===== config.mk =====
export PLATFORM = sky130hd
export DESIGN_NAME = phy_cal_seq
export DESIGN_NICKNAME = d
export VERILOG_FILES = /design/src/rtl/phy_cal_pkg.sv /design/src/rtl/phy_cal_decode.sv /design/src/rtl/phy_cal_words.sv /design/src/rtl/phy_cal_fsm.sv /design/src/rtl/phy_cal_seq.sv
export SDC_FILE = /design/constraint.sdc
export NUM_CORES = 1
export LEC_CHECK = 0
export BUFFER_PORTS_ARGS = -buffer_cell sky130_fd_sc_hd__buf_2
export CAP_MARGIN = 20
export CORE_MARGIN = 2
export CORE_UTILIZATION = 45
export CTS_BUF_LIST = sky130_fd_sc_hd__clkbuf_8 sky130_fd_sc_hd__clkbuf_16
export DETAILED_ROUTE_END_ITERATION = 7
export HOLD_SLACK_MARGIN = 0.02
export PLACE_DENSITY = 0.85
export SLEW_MARGIN = 20
export SYNTH_ARGS = -nofsm -noshare
export SYNTH_HDL_FRONTEND = slang
export SYNTH_HIERARCHICAL = 1
export SYNTH_SLANG_ARGS = --single-unit

===== constraint.sdc =====
create_clock -name clk -period 1.5 [get_ports clk]
set_input_delay 0.225 -clock clk [delete_from_list [all_inputs] [get_ports clk]]
set_output_delay 0.225 -clock clk [all_outputs]
set_load 0.01 [all_outputs]

===== src/rtl/phy_cal_pkg.sv =====
package phy_cal_pkg;
  localparam int ADDR_W  = 16;
  localparam int DATA_W  = 16;
  localparam int SEL_W   = 3;
  localparam int MEAS_W  = 7;
  localparam int MEAS_LSB = 4;
  localparam int N_WRITES = 3;
  localparam int STEP_W  = $clog2(N_WRITES);

  typedef enum logic [1:0] {
    CS_IDLE  = 2'd0,
    CS_ISSUE = 2'd1,
    CS_GAP   = 2'd2
  } cal_state_e;

  // Reference-clock frequency codes
  localparam logic [SEL_W-1:0] RC_19M2 = 3'd0;
  localparam logic [SEL_W-1:0] RC_20M  = 3'd1;
  localparam logic [SEL_W-1:0] RC_24M  = 3'd2;
  localparam logic [SEL_W-1:0] RC_50M  = 3'd3;

  // Measurement-time field values
  localparam logic [MEAS_W-1:0] MT_LOW  = 7'h04;
  localparam logic [MEAS_W-1:0] MT_MID  = 7'h08;
  localparam logic [MEAS_W-1:0] MT_HIGH = 7'h20;

  // Target addresses, in issue order
  localparam logic [ADDR_W-1:0] A_LOSOVR = 16'h0015;
  localparam logic [ADDR_W-1:0] A_BOOST  = 16'h0012;
  localparam logic [ADDR_W-1:0] A_RXDET  = 16'h1010;

  // Data words assembled from their fields
  localparam logic [DATA_W-1:0] D_LOSOVR = (16'd5 << 13) | (16'd1 << 10) | 16'd9;
  localparam logic [DATA_W-1:0] D_BOOST  = (16'd5 << 13);
endpackage


===== src/rtl/phy_cal_decode.sv =====
module phy_cal_decode
  import phy_cal_pkg::*;
(
  input  logic [SEL_W-1:0]  sel_i,
  output logic [MEAS_W-1:0] meas_o
);
  always_comb begin
    unique case (sel_i)
      RC_19M2, RC_20M: meas_o = MT_LOW;
      RC_50M:          meas_o = MT_HIGH;
      default:         meas_o = MT_MID;
    endcase
  end
endmodule


===== src/rtl/phy_cal_words.sv =====
module phy_cal_words
  import phy_cal_pkg::*;
(
  input  logic [STEP_W-1:0] step_i,
  input  logic [MEAS_W-1:0] meas_i,
  output logic [ADDR_W-1:0] addr_o,
  output logic [DATA_W-1:0] data_o
);
  logic [DATA_W-1:0] rxdet_word;

  always_comb begin
    rxdet_word = '0;
    rxdet_word[MEAS_LSB +: MEAS_W] = meas_i;
  end

  always_comb begin
    unique case (step_i)
      STEP_W'(0): begin addr_o = A_LOSOVR; data_o = D_LOSOVR;   end
      STEP_W'(1): begin addr_o = A_BOOST;  data_o = D_BOOST;    end
      default:    begin addr_o = A_RXDET;  data_o = rxdet_word; end
    endcase
  end
endmodule


===== src/rtl/phy_cal_fsm.sv =====
module phy_cal_fsm
  import phy_cal_pkg::*;
(
  input  logic              clk,
  input  logic              rst_n,
  input  logic              start_i,
  input  logic [SEL_W-1:0]  sel_i,
  input  logic              wr_done_i,
  input  logic              wr_err_i,
  output logic [STEP_W-1:0] step_o,
  output logic [SEL_W-1:0]  sel_q_o,
  output logic              busy_o,
  output logic              req_o,
  output logic              done_o,
  output logic              error_o
);
  localparam logic [STEP_W-1:0] LAST_STEP = STEP_W'(N_WRITES - 1);

  cal_state_e        st_q, st_n;
  logic [STEP_W-1:0] step_q, step_n;
  logic [SEL_W-1:0]  sel_q, sel_n;
  logic              done_q, done_n, err_q, err_n;
  logic              sel_en;

  always_comb begin
    st_n   = st_q;
    step_n = step_q;
    sel_en = 1'b0;
    done_n = 1'b0;
    err_n  = 1'b0;
    unique case (st_q)
      CS_IDLE: if (start_i) begin
        st_n   = CS_ISSUE;
        step_n = '0;
        sel_en = 1'b1;
      end
      CS_ISSUE: begin
        if (wr_err_i) begin
          st_n  = CS_IDLE;
          err_n = 1'b1;
        end else if (wr_done_i) begin
          if (step_q == LAST_STEP) begin
            st_n   = CS_IDLE;
            done_n = 1'b1;
          end else begin
            st_n   = CS_GAP;
            step_n = step_q + STEP_W'(1);
          end
        end
      end
      default: st_n = CS_ISSUE;
    endcase
    sel_n = sel_en ? sel_i : sel_q;
  end

  always_ff @(posedge clk or negedge rst_n) begin
    if (!rst_n) begin
      st_q   <= CS_IDLE;
      step_q <= '0;
      sel_q  <= '0;
      done_q <= 1'b0;
      err_q  <= 1'b0;
    end else begin
      st_q   <= st_n;
      step_q <= step_n;
      sel_q  <= sel_n;
      done_q <= done_n;
      err_q  <= err_n;
    end
  end

  assign step_o  = step_q;
  assign sel_q_o = sel_q;
  assign busy_o  = (st_q != CS_IDLE);
  assign req_o   = (st_q == CS_ISSUE);
  assign done_o  = done_q;
  assign error_o = err_q;

  p_start_launch_r2: assert property (@(posedge clk) disable iff (!rst_n)
    (start_i && !busy_o) |=> (busy_o && req_o && step_o == '0));
  p_req_hold_r6: assert property (@(posedge clk) disable iff (!rst_n)
    (req_o && !wr_done_i && !wr_err_i) |=> (req_o && $stable(step_o)));
  p_err_stop_r7: assert property (@(posedge clk) disable iff (!rst_n)
    (req_o && wr_err_i) |=> (error_o && !busy_o && !req_o));
  p_err_pulse_r7: assert property (@(posedge clk) disable iff (!rst_n)
    error_o |=> !error_o);
  p_done_pulse_r8: assert property (@(posedge clk) disable iff (!rst_n)
    done_o |=> !done_o);
  p_done_excl_r8: assert property (@(posedge clk) disable iff (!rst_n)
    !(done_o && error_o));
  p_ignore_start_r9: assert property (@(posedge clk) disable iff (!rst_n)
    (busy_o && start_i) |=> $stable(sel_q_o));
endmodule


===== src/rtl/phy_cal_seq.sv =====
module phy_cal_seq
  import phy_cal_pkg::*;
(
  input  logic              clk,
  input  logic              rst_n,
  input  logic              start_i,
  input  logic [2:0]        refclk_sel_i,
  output logic              busy_o,
  output logic              done_o,
  output logic              error_o,
  output logic              wr_req_o,
  output logic [15:0]       wr_addr_o,
  output logic [15:0]       wr_data_o,
  input  logic              wr_done_i,
  input  logic              wr_err_i
);
  logic [1:0]        rst_sync_q;
  logic              rst_int_n;
  logic [STEP_W-1:0] step;
  logic [SEL_W-1:0]  sel_q;
  logic [MEAS_W-1:0] meas;

  // asynchronous assert, synchronous release
  always_ff @(posedge clk or negedge rst_n) begin
    if (!rst_n) rst_sync_q <= 2'b00;
    else        rst_sync_q <= {rst_sync_q[0], 1'b1};
  end
  assign rst_int_n = rst_sync_q[1];

  phy_cal_fsm u_fsm (
    .clk       (clk),
    .rst_n     (rst_int_n),
    .start_i   (start_i),
    .sel_i     (refclk_sel_i),
    .wr_done_i (wr_done_i),
    .wr_err_i  (wr_err_i),
    .step_o    (step),
    .sel_q_o   (sel_q),
    .busy_o    (busy_o),
    .req_o     (wr_req_o),
    .done_o    (done_o),
    .error_o   (error_o)
  );

  phy_cal_decode u_dec (
    .sel_i  (sel_q),
    .meas_o (meas)
  );

  phy_cal_words u_words (
    .step_i (step),
    .meas_i (meas),
    .addr_o (wr_addr_o),
    .data_o (wr_data_o)
  );

  p_word_hold_r6: assert property (@(posedge clk) disable iff (!rst_int_n)
    (wr_req_o && !wr_done_i && !wr_err_i) |=> ($stable(wr_addr_o) && $stable(wr_data_o)));
  p_idle_quiet_r1: assert property (@(posedge clk) disable iff (!rst_int_n)
    !busy_o |-> !wr_req_o);
endmodule


==> impl_metrics.ini, run 1 <==
[yosys]
synth_cell_types = 23
portion_of_the_post_synthesis_area_used_by_sequential_elements_pct = 36.36
yosysTopAreaCell = sky130_fd_sc_hd__dfrtp_1
synth.top_cell.area_share_pct = 36.36
ys_seq_elements = 11
postSynthAreaPerCell_sq_um = 9.462
synth_warnings = 6
synth_cells = 80
synth.area.top_cells = sky130_fd_sc_hd__dfrtp_1 (36%), sky130_fd_sc_hd__buf_4 (25%), sky130_fd_sc_hd__and2_1 (5.8%), sky130_fd_sc_hd__mux2_2 (4.5%), sky130_fd_sc_hd__nor2_4 (3.0%)
synthesized_area_sq_um = 757.0

[drt]
vias = 510
firstDrtPassIters = 4
final_antenna_net_count = 0
vias_per_inst = 4.359
totalWireLength_um = 1218
detailedRoute.firstIterationViolations = 9
route.detailed.drc = 0
routed_wire_length_per_instance_um = 10.41

[floorplanning]
placementRows = 14
start_util_pct = 49.11
dieHeight_um = 45.02
floorplan.die.width_um = 45.02
top_level_ports = 44
die-area_sq_um = 2026
core_area_sq_um = 1541

[final_layout]
multi_input_area_sq_um = 342.8
layout.core_utilization_pct = 54.46
final_cells = 117
layout-drive-gt1-share_pct = 35.64
layout.nets = 111
layout.filler_cells = 153
area.growth.synth_to_final_pct = 10.91
antenna_cells = 0
sequential_area_sq_um = 275.3

[setup_path]
worst_ep_arrival_time_ns = 1.54
reg2reg_to = u_fsm/step_o[0]
worst_r2r_path_depth = 5
worstSetupPathType = flop to flop
r2r-start = u_fsm/step_o[0]
r2r_slack_ns = 0.12
crit_required_ns = 1.67
end_kind = flop
critPathLaunchType = flop
crit_fanout = 5

[power_and_ir_drop]
static-leakage-power_nw = 0.4604
ir_worst_vdd_v = 0.001053
power_density_nw_per_um2 = 1767

[global_routing]
antenna_found_initial = 0
globalRouteOverflowTotal = 0
grt_start_max_net_pins = 14
grt_first_pass_wirelength_um = 1911
gr_usage_total_pct = 14.29
first_global_vias = 416

[cts]
cts_setup_buffers = 0
numCtsBuffers = 3
cts_buffer_depth = 2
clock-sinks = 11
cts_tree = yes
cts-root-buf = sky130_fd_sc_hd__clkbuf_8
cts.clk_slew.worst_paths_ns = 0.05
clk-insertion-delay-late_ns = 0.23
h-tree-depth = 1

[sta]
postLayoutSetupSlackWorst_ns = 0.1238
report.final.slew_viol_count = 0
grt_setup_unrepaired = no
finalClockSkew_ns = 0.001458
report.final.hold_viol_count = 0
final_setup_violation_count = 0
min_period_ns = 1.376
fin_setup_tns_ns = 0
fin_crit_sh_pct = 91.75
achievable-frequency_mhz = 726.6

[placement]
finalWeightedCongestion = 0.7083
placed_cells_incl_taps = 112
setup_slack_placement_ns = 0.1273
portBuffers = 23
hpwlAfterDp_um = 959.1

[job]
max_cap_violations = 0

[min_path]
holdCritPathClass = flop to async pin

[status]
run_status = complete, no violations
report_power, final:
group          switching (W)  total, W  internal, W
Sequential         0.0000977  0.000488     0.000390
Clock               0.000108  0.000290     0.000182
Combinational       0.000369  0.000706     0.000336
Total               0.000575   0.00148     0.000909
metrics by stage:
step / hold WS (ns) / cell area (sq um) / power (W)
3_3_place_gp: 0.01011 / 772.0 / 0.001147
2_1_floorplan: -0.07059 / 824.5 / 0.001053
5_1_grt: 0.1834 / 839.6 / 0.001623
3_5_place_dp: 0.01122 / 772.0 / 0.001186
4_1_cts: 0.1606 / 828.3 / 0.001490
6_report: 0.1431 / 839.6 / 0.001484
synthesized netlist by cell type:
library cell                count
sky130_fd_sc_hd__and2_1         7
sky130_fd_sc_hd__or3_1          1
sky130_fd_sc_hd__and4b_1        1
sky130_fd_sc_hd__nand2b_1       1
sky130_fd_sc_hd__ha_1           1
sky130_fd_sc_hd__mux2_2         3
sky130_fd_sc_hd__nand2_1        3
sky130_fd_sc_hd__conb_1         4
sky130_fd_sc_hd__nor2_4         2
sky130_fd_sc_hd__inv_1          4
sky130_fd_sc_hd__nand4bb_2      1
sky130_fd_sc_hd__nand3_1        1
sky130_fd_sc_hd__clkbuf_1       1
sky130_fd_sc_hd__a21o_1         2
sky130_fd_sc_hd__buf_4         25
sky130_fd_sc_hd__buf_6          1
sky130_fd_sc_hd__nor2_1         3
sky130_fd_sc_hd__o21ai_0        2
sky130_fd_sc_hd__o211ai_1       2
sky130_fd_sc_hd__or2_4          1
sky130_fd_sc_hd__nor2b_1        2
sky130_fd_sc_hd__dfrtp_1       11
sky130_fd_sc_hd__o311ai_0       1
critical path, stage by stage, from the launching register on:
cell and delay [ns]:
sky130_fd_sc_hd__dfrtp_1 0.35, sky130_fd_sc_hd__inv_1 0.05, sky130_fd_sc_hd__ha_1 0.22, sky130_fd_sc_hd__nand4bb_4 0.25, sky130_fd_sc_hd__or3_1 0.34, sky130_fd_sc_hd__nand3_1 0.10
how the worst max path moves through the flow:
stage / from / cells after the start / slack (ns) / to
detailed placement: u_fsm/step_o[0] / 5 / 0.13 / u_fsm/step_o[0]
global placement: u_fsm/step_o[0] / 4 / 0.19 / u_fsm/step_o[1]
global route: u_fsm/step_o[0] / 5 / 0.05 / u_fsm/step_o[0]
finish: u_fsm/step_o[0] / 5 / 0.12 / u_fsm/step_o[0]
CTS: u_fsm/step_o[0] / 5 / 0.09 / u_fsm/step_o[0]
floorplan: u_fsm/step_o[0] / 5 / 0.11 / u_fsm/step_o[0]
per-layer routing:
metal / part of all wire [%] / track usage, % / vias to the layer above
met3: 10 / 7.200 / 2
li1: - / - / 250
met2: 51 / 22.86 / 30
met4: 0.99 / 8.824 / 0
met1: 38 / 14.80 / 228
met5: 0 / 0 / -
cells by family after synthesis:
| kind of cell | share of synthesized area, % |
|---|---|
| fa+ha+maj | 1.653 |
| flops | 36.36 |
| compound gates | 6.445 |
| simple gates | 20.33 |
| buf+inv | 28.76 |
| other cells | 1.983 |
| mux | 4.462 |
cells in the final DEF, fill, tap and decap left out:
cell type	n
sky130_fd_sc_hd__nand3_1	1
sky130_fd_sc_hd__nand2_1	3
sky130_fd_sc_hd__o21ai_0	2
sky130_fd_sc_hd__or2_4	1
sky130_fd_sc_hd__nand2b_1	1
sky130_fd_sc_hd__a21o_1	2
sky130_fd_sc_hd__inv_1	4
sky130_fd_sc_hd__dfrtp_1	11
sky130_fd_sc_hd__buf_2	23
sky130_fd_sc_hd__nor2b_1	2
sky130_fd_sc_hd__and2_1	7
sky130_fd_sc_hd__or3_1	1
sky130_fd_sc_hd__clkbuf_8	3
sky130_fd_sc_hd__nor2_1	3
sky130_fd_sc_hd__clkinv_2	1
sky130_fd_sc_hd__o311ai_0	1
sky130_fd_sc_hd__dlygate4sd3_1	1
sky130_fd_sc_hd__nor2_4	2
sky130_fd_sc_hd__buf_4	2
sky130_fd_sc_hd__nand4bb_4	1
sky130_fd_sc_hd__ha_1	1
sky130_fd_sc_hd__and4b_1	1
sky130_fd_sc_hd__o211ai_1	2
sky130_fd_sc_hd__conb_1	22
sky130_fd_sc_hd__mux2_2	3
state kept, by name (all words and copies together) (netlist names):
name and cells:
u_fsm/sel_q_o 3, rst_sync_q 2, u_fsm/st_q 2, u_fsm/step_o 2
u_fsm/done_o 1, u_fsm/error_o 1
area by class of cell:
| class | count | area share (%) |
|---|---|---|
| Clock buffer | 3 | 4.918 |
| Inverter | 4 | 1.788 |
| Clock inverter | 1 | 0.5961 |
| Multi-Input combinational cell | 56 | 40.83 |
| Timing Repair Buffer | 26 | 16.69 |
| Sequential cell | 11 | 32.79 |
| Tap cell | 16 | 2.385 |
repair_timing:
| item | 4_1_cts | 5_1_grt |
|---|---|---|
| setup endpoints to repair | 0 | 1 |
| gates resized for setup | 0 | 1 |
| endpoints found under the hold margin | 2 | 0 |
| hold buffers | 1 | 0 |
Power figures use the tool's default switching activity.
==> inputs of run 2 (changes only) <==
Settings changed: CORE_UTILIZATION 45 to 40, PLACE_DENSITY 0.85 to 0.77.
Clock period 1.5 ns to 1.6 ns, I/O delays scaled along.
==> run 2 against run 1 <==
  * Flip-flop and latch count is the same
  * Clock-buffer cell count is the same
  * Worst setup slack gained 0.090 ns
  * Cell area is the same
  * Sequential share of layout area is the same
  * Worst hold slack lost 0.0035 ns
  * Clock skew shrank 0.00053 ns
  * Total power shrank 8.1%
  * Sequential power shrank 7.6%
  * Critical path depth is the same
  * Wire length shrank 7.0%
  * Critical path type unchanged
  * Critical endpoint unchanged
  * Largest cell class unchanged
==> impl_metrics.ini, run 2 (synthesized netlist as in run 1, its figures left out) <==
[sta]
report.final.hold_viol_count = 0
fin_worst_hold_slack_ns = 0.1396
fin_setup_tns_ns = 0
achievable-frequency_mhz = 721.6
finalClockSkew_ns = 0.0009319
min_period_ns = 1.386
report.final.slew_viol_count = 0
final_setup_violation_count = 0
fin_crit_sh_pct = 86.62
grt_setup_unrepaired = no

[power_and_ir_drop]
power_density_nw_per_um2 = 1624
static-leakage-power_nw = 0.4583
ir_worst_vdd_v = 0.0007743

[status]
run_status = complete, no violations

[floorplanning]
floorplan.die.width_um = 47.50
core_area_sq_um = 1745
start_util_pct = 43.37
dieHeight_um = 47.50
placementRows = 15
top_level_ports = 44
die-area_sq_um = 2256

[global_routing]
gr_usage_total_pct = 11.75
first_global_vias = 429
antenna_found_initial = 0
grt_start_max_net_pins = 14
grt_first_pass_wirelength_um = 1745
globalRouteOverflowTotal = 0

[drt]
firstDrtPassIters = 4
totalWireLength_um = 1133
vias_per_inst = 4.063
routed_wire_length_per_instance_um = 8.992
vias = 512
detailedRoute.firstIterationViolations = 4
final_antenna_net_count = 0
route.detailed.drc = 0

[cts]
cts-root-buf = sky130_fd_sc_hd__clkbuf_8
cts.clk_slew.worst_paths_ns = 0.05
h-tree-depth = 1
numCtsBuffers = 3
cts_buffer_depth = 2
clk-insertion-delay-late_ns = 0.23
cts_tree = yes
cts-resized-gates = 0
clock-sinks = 11

[final_layout]
layout-drive-gt1-share_pct = 35.64
area.growth.synth_to_final_pct = 10.91
mostFrequentLayoutCells = sky130_fd_sc_hd__buf_2 (23), sky130_fd_sc_hd__conb_1 (22), sky130_fd_sc_hd__dfrtp_1 (11), sky130_fd_sc_hd__and2_1 (7), sky130_fd_sc_hd__inv_1 (4)
final_cells = 126
layout.filler_cells = 177
largest_register_ffs = 3
final_common_cell = sky130_fd_sc_hd__buf_2
antenna_cells = 0
layout.core_utilization_pct = 48.10
layout.nets = 111

[min_path]
holdCritPathClass = flop to async pin

[setup_path]
crit_required_ns = 1.77
crit_fanout = 5
end_kind = flop
r2r_slack_ns = 0.21
worst_ep_arrival_time_ns = 1.55
critPathLaunchType = flop
worstSetupPathType = flop to flop

[placement]
placed_cells_incl_taps = 121
hpwlAfterDp_um = 944.8
portBuffers = 23
finalWeightedCongestion = 0.7224

[job]
max_cap_violations = 0
run 2: repair_timing:
action | 4_1_cts | 5_1_grt
setup buffers | 0 | 0
hold endpoints to repair | 2 | 0
hold buffers | 1 | 0
run 2: metrics by stage:
stage | total power [W] | setup WS (ns) | cell area (sq um)
after floorplan | 0.0009874 | 0.2112 | 824.5
after CTS | 0.001386 | 0.2145 | 839.6
after global routing | 0.001501 | 0.08374 | 839.6
after detailed placement | 0.001108 | 0.2369 | 783.3
final | 0.001363 | 0.2141 | 839.6
after global placement | 0.001080 | 0.3008 | 783.3
run 2: worst max-delay path, stage by stage, from the launching register on:
cell                        delay, ns
sky130_fd_sc_hd__dfrtp_1         0.34
sky130_fd_sc_hd__inv_1           0.05
sky130_fd_sc_hd__ha_1            0.20
sky130_fd_sc_hd__nand4bb_2       0.29
sky130_fd_sc_hd__or3_1           0.34
sky130_fd_sc_hd__nand3_1         0.09
run 2: cell type report:
cell class,instances,area [sq um],area share [%]
Multi-Input combinational cell,56,331.6,39.49
Clock buffer,3,41.29,4.918
Inverter,4,15.01,1.788
Sequential cell,11,275.3,32.79
Timing Repair Buffer,26,140.1,16.69
Tap cell,25,31.28,3.726
Clock inverter,1,5.005,0.5961
run 2: worst paths after layout:
check	startpoint	endpoint	cells past startpoint
max	u_fsm/step_o[0]	u_fsm/step_o[0]	5
min	rst_sync_q[1]	u_fsm/sel_q_o[2]	0
max reg2reg	u_fsm/step_o[0]	u_fsm/step_o[0]	5
min reg2reg	rst_sync_q[1]	u_fsm/sel_q_o[2]	0
max in group asynchronous	rst_n	rst_sync_q[1]	2
min in group clk	refclk_sel_i[1]	u_fsm/sel_q_o[1]	2
run 2: report_power, final:
group	internal [W]	leakage [nW]	total, W	switching, W
Combinational	0.000306	0.296	0.000646	0.000340
Clock	0.000170	0.0255	0.000266	0.0000962
Sequential	0.000366	0.137	0.000451	0.0000847
run 2: metal layers:
layer | routed length [um] | global-route usage, % | up-vias
li1 | - | - | 248
met1 | 484 | 12.32 | 231
met2 | 515 | 19.73 | 31
met3 | 119 | 3.774 | 2
met4 | 14 | 8.333 | 0
met5 | 0 | 0 | -
==> inputs of run 3 (changes only) <==
Settings changed: ABC_AREA set to 1, PLACE_DENSITY 0.77 to 0.76.
==> run 3 against run 2 <==
  * Critical endpoint is now wr_addr_o[0]
  * Via count increased by 13%
  * Total power down 5.6%
  * Maximum frequency up 0.86%
==> impl_metrics.ini, run 3 <==
[drt]
vias_per_inst = 3.860
totalWireLength_um = 1185
firstDrtPassIters = 4
routed_wire_length_per_instance_um = 7.900
final_antenna_net_count = 0
detailedRoute.firstIterationViolations = 2
vias = 579
route.detailed.drc = 0

[final_layout]
largest_register_ffs = 3
mostFrequentLayoutCells = sky130_fd_sc_hd__buf_2 (23), sky130_fd_sc_hd__conb_1 (22), sky130_fd_sc_hd__nand2_1 (18), sky130_fd_sc_hd__inv_1 (16), sky130_fd_sc_hd__dfrtp_1 (11)
layout.core_utilization_pct = 45.13
antenna_cells = 0
layout.nets = 133
layout.filler_cells = 196
final_common_cell = sky130_fd_sc_hd__buf_2
area.growth.synth_to_final_pct = 8.716
layout-drive-gt1-share_pct = 28.46

[floorplanning]
floorplan.die.width_um = 48.43
dieHeight_um = 48.43
top_level_ports = 44
start_util_pct = 41.51
placementRows = 16
die-area_sq_um = 2345
core_area_sq_um = 1902

[global_routing]
grt_start_max_net_pins = 15
gr_usage_total_pct = 10.83
grt_first_pass_wirelength_um = 2021
antenna_found_initial = 0
globalRouteOverflowTotal = 0
first_global_vias = 488

[setup_path]
crit_fanout = 14
critical-path-slowest-cell = sky130_fd_sc_hd__dfrtp_1
crit_path_cell_trace = nor2_1 -> buf_2
cp-startpoint = u_fsm/step_o[1]
cpPeakStageDelay_ns = 0.51
end_kind = primary output
r2r-start = u_fsm/step_o[1]
crit_required_ns = 1.36
critPathLaunchType = flop
worst-path-buf-inv = 1
worstSetupPathType = flop to primary output
worst_ep_arrival_time_ns = 1.13
family_with_the_most_delay_on_the_worst_path = flip-flops

[power_and_ir_drop]
ir_worst_vdd_v = 0.0007291
power_density_nw_per_um2 = 1499
static-leakage-power_nw = 0.5465

[yosys]
synth-main-ff-cell = sky130_fd_sc_hd__dfrtp_1
yosysTopAreaCell = sky130_fd_sc_hd__dfrtp_1
synth_cell_types = 20
synth.area.top_cells = sky130_fd_sc_hd__dfrtp_1 (35%), sky130_fd_sc_hd__buf_4 (24%), sky130_fd_sc_hd__nand2_1 (8.6%), sky130_fd_sc_hd__inv_1 (7.1%), sky130_fd_sc_hd__nand3_1 (3.8%)
synthesized_area_sq_um = 789.5
synth.top_cell.area_share_pct = 34.87
synth-edff-count = 0
portion_of_the_post_synthesis_area_used_by_sequential_elements_pct = 34.87
synth_warnings = 6
synthTopCellsByCount = sky130_fd_sc_hd__buf_4 (25), sky130_fd_sc_hd__nand2_1 (18), sky130_fd_sc_hd__inv_1 (15)
post-synth-top-count-cell = sky130_fd_sc_hd__buf_4
ys_seq_elements = 11
postSynthAreaPerCell_sq_um = 7.591
synth_cells = 104
async_set_or_reset_flop_fraction_in_the_synthesized_netlist_pct = 100.0

[cts]
cts-resized-gates = 0
cts_tree = yes
cts-root-buf = sky130_fd_sc_hd__clkbuf_8
cts_buffer_depth = 2
clk-insertion-delay-late_ns = 0.24
cts.clk_slew.worst_paths_ns = 0.05
clock-sinks = 11
numCtsBuffers = 3
cts_setup_buffers = 0
h-tree-depth = 1
holdBufCountCts = 1

[placement]
finalWeightedCongestion = 0.8111
hpwlAfterDp_um = 1012
portBuffers = 23
setup_slack_placement_ns = 0.3299

[sta]
postLayoutSetupSlackWorst_ns = 0.2259
min_period_ns = 1.374
report.final.hold_viol_count = 0
finalClockSkew_ns = 0.001416
grt_setup_unrepaired = no
fin_worst_hold_slack_ns = 0.1519
achievable-frequency_mhz = 727.8
final_setup_violation_count = 0
fin_crit_sh_pct = 85.88
fin_setup_tns_ns = 0
report.final.slew_viol_count = 0

[job]
max_cap_violations = 0

[status]
run_status = complete, no violations

[min_path]
holdCritPathClass = flop to async pin
## run 3: cell types whose count changed after synthesis, moves of 2 or more
cell / change
sky130_fd_sc_hd__mux2_2: -3
sky130_fd_sc_hd__and2_1: -7
sky130_fd_sc_hd__nand2_2: +3
sky130_fd_sc_hd__nor2_1: +4
sky130_fd_sc_hd__nand2_1: +15
sky130_fd_sc_hd__inv_2: +2
sky130_fd_sc_hd__inv_1: +11
sky130_fd_sc_hd__nand3_1: +5
sky130_fd_sc_hd__nor2b_1: -2
sky130_fd_sc_hd__o211ai_1: -2
sky130_fd_sc_hd__a21o_1: -2
## run 3: power breakdown
group	switching [W]	leakage [nW]	total, W	internal, W
clock	0.000103	0.0269	0.000271	0.000168
combinational	0.000343	0.380	0.000569	0.000225
sequential	0.000102	0.140	0.000447	0.000344
## run 3: worst register-to-register path, cell delays in order, from the launching register on
cell and delay (ns):
sky130_fd_sc_hd__dfrtp_1 0.51, sky130_fd_sc_hd__ha_1 0.28, sky130_fd_sc_hd__o21ai_2 0.17, sky130_fd_sc_hd__nand2_2 0.08
sky130_fd_sc_hd__nand2_1 0.05, sky130_fd_sc_hd__nand2_1 0.05
## run 3: per-stage QoR
stage               total power [W]  instances  instance area, sq um
floorplan                 0.0009605        122                 857.1
global placement           0.001005        145                 803.3
detailed placement         0.001027        145                 803.3
CTS                        0.001304        150                 858.3
global route               0.001402        150                 858.3
finish                     0.001287        150                 858.3
## run 3: layout make-up
| type | instances | area, sq um | share of cell area, % |
|---|---|---|---|
| Clock inverter | 1 | 3.754 | 0.4373 |
| Timing Repair Buffer | 24 | 125.1 | 14.58 |
| Tap cell | 27 | 33.78 | 3.936 |
| Inverter | 17 | 63.81 | 7.434 |
| Sequential cell | 11 | 275.3 | 32.07 |
| Clock buffer | 3 | 41.29 | 4.810 |
| Multi-Input combinational cell | 67 | 315.3 | 36.73 |
## run 3: cell families after synthesis
family / share of synthesized area, %
AOI/OAI and AO/OA: 3.962
adders and majority gates: 1.585
buffers and inverters: 33.76
DFF: 34.86
other: 1.901
and+or+nand+nor: 23.93
## run 3: path summary, 6_finish.rpt
check / slack (ns) / cells after the start / endpoint
max: 0.23 / 2 / wr_addr_o[0]
min: 0.15 / 0 / u_fsm/sel_q_o[1]
max reg2reg: 0.34 / 5 / u_fsm/step_o[0]
min reg2reg: 0.15 / 0 / u_fsm/sel_q_o[1]
max in group asynchronous: 1.18 / 0 / u_fsm/sel_q_o[0]
min in group clk: 0.17 / 2 / u_fsm/done_o
## run 3: metal layers
metal  GRT usage, %  part of all wire [%]  up-vias  wire [um]
met1          13.02                    43      242        505
met3          3.704                    12        2        142
met5              0                     0        -          0
met2          17.82                    44       38        521
met4          4.286                   1.4        0         16
li1               -                     -      297          -
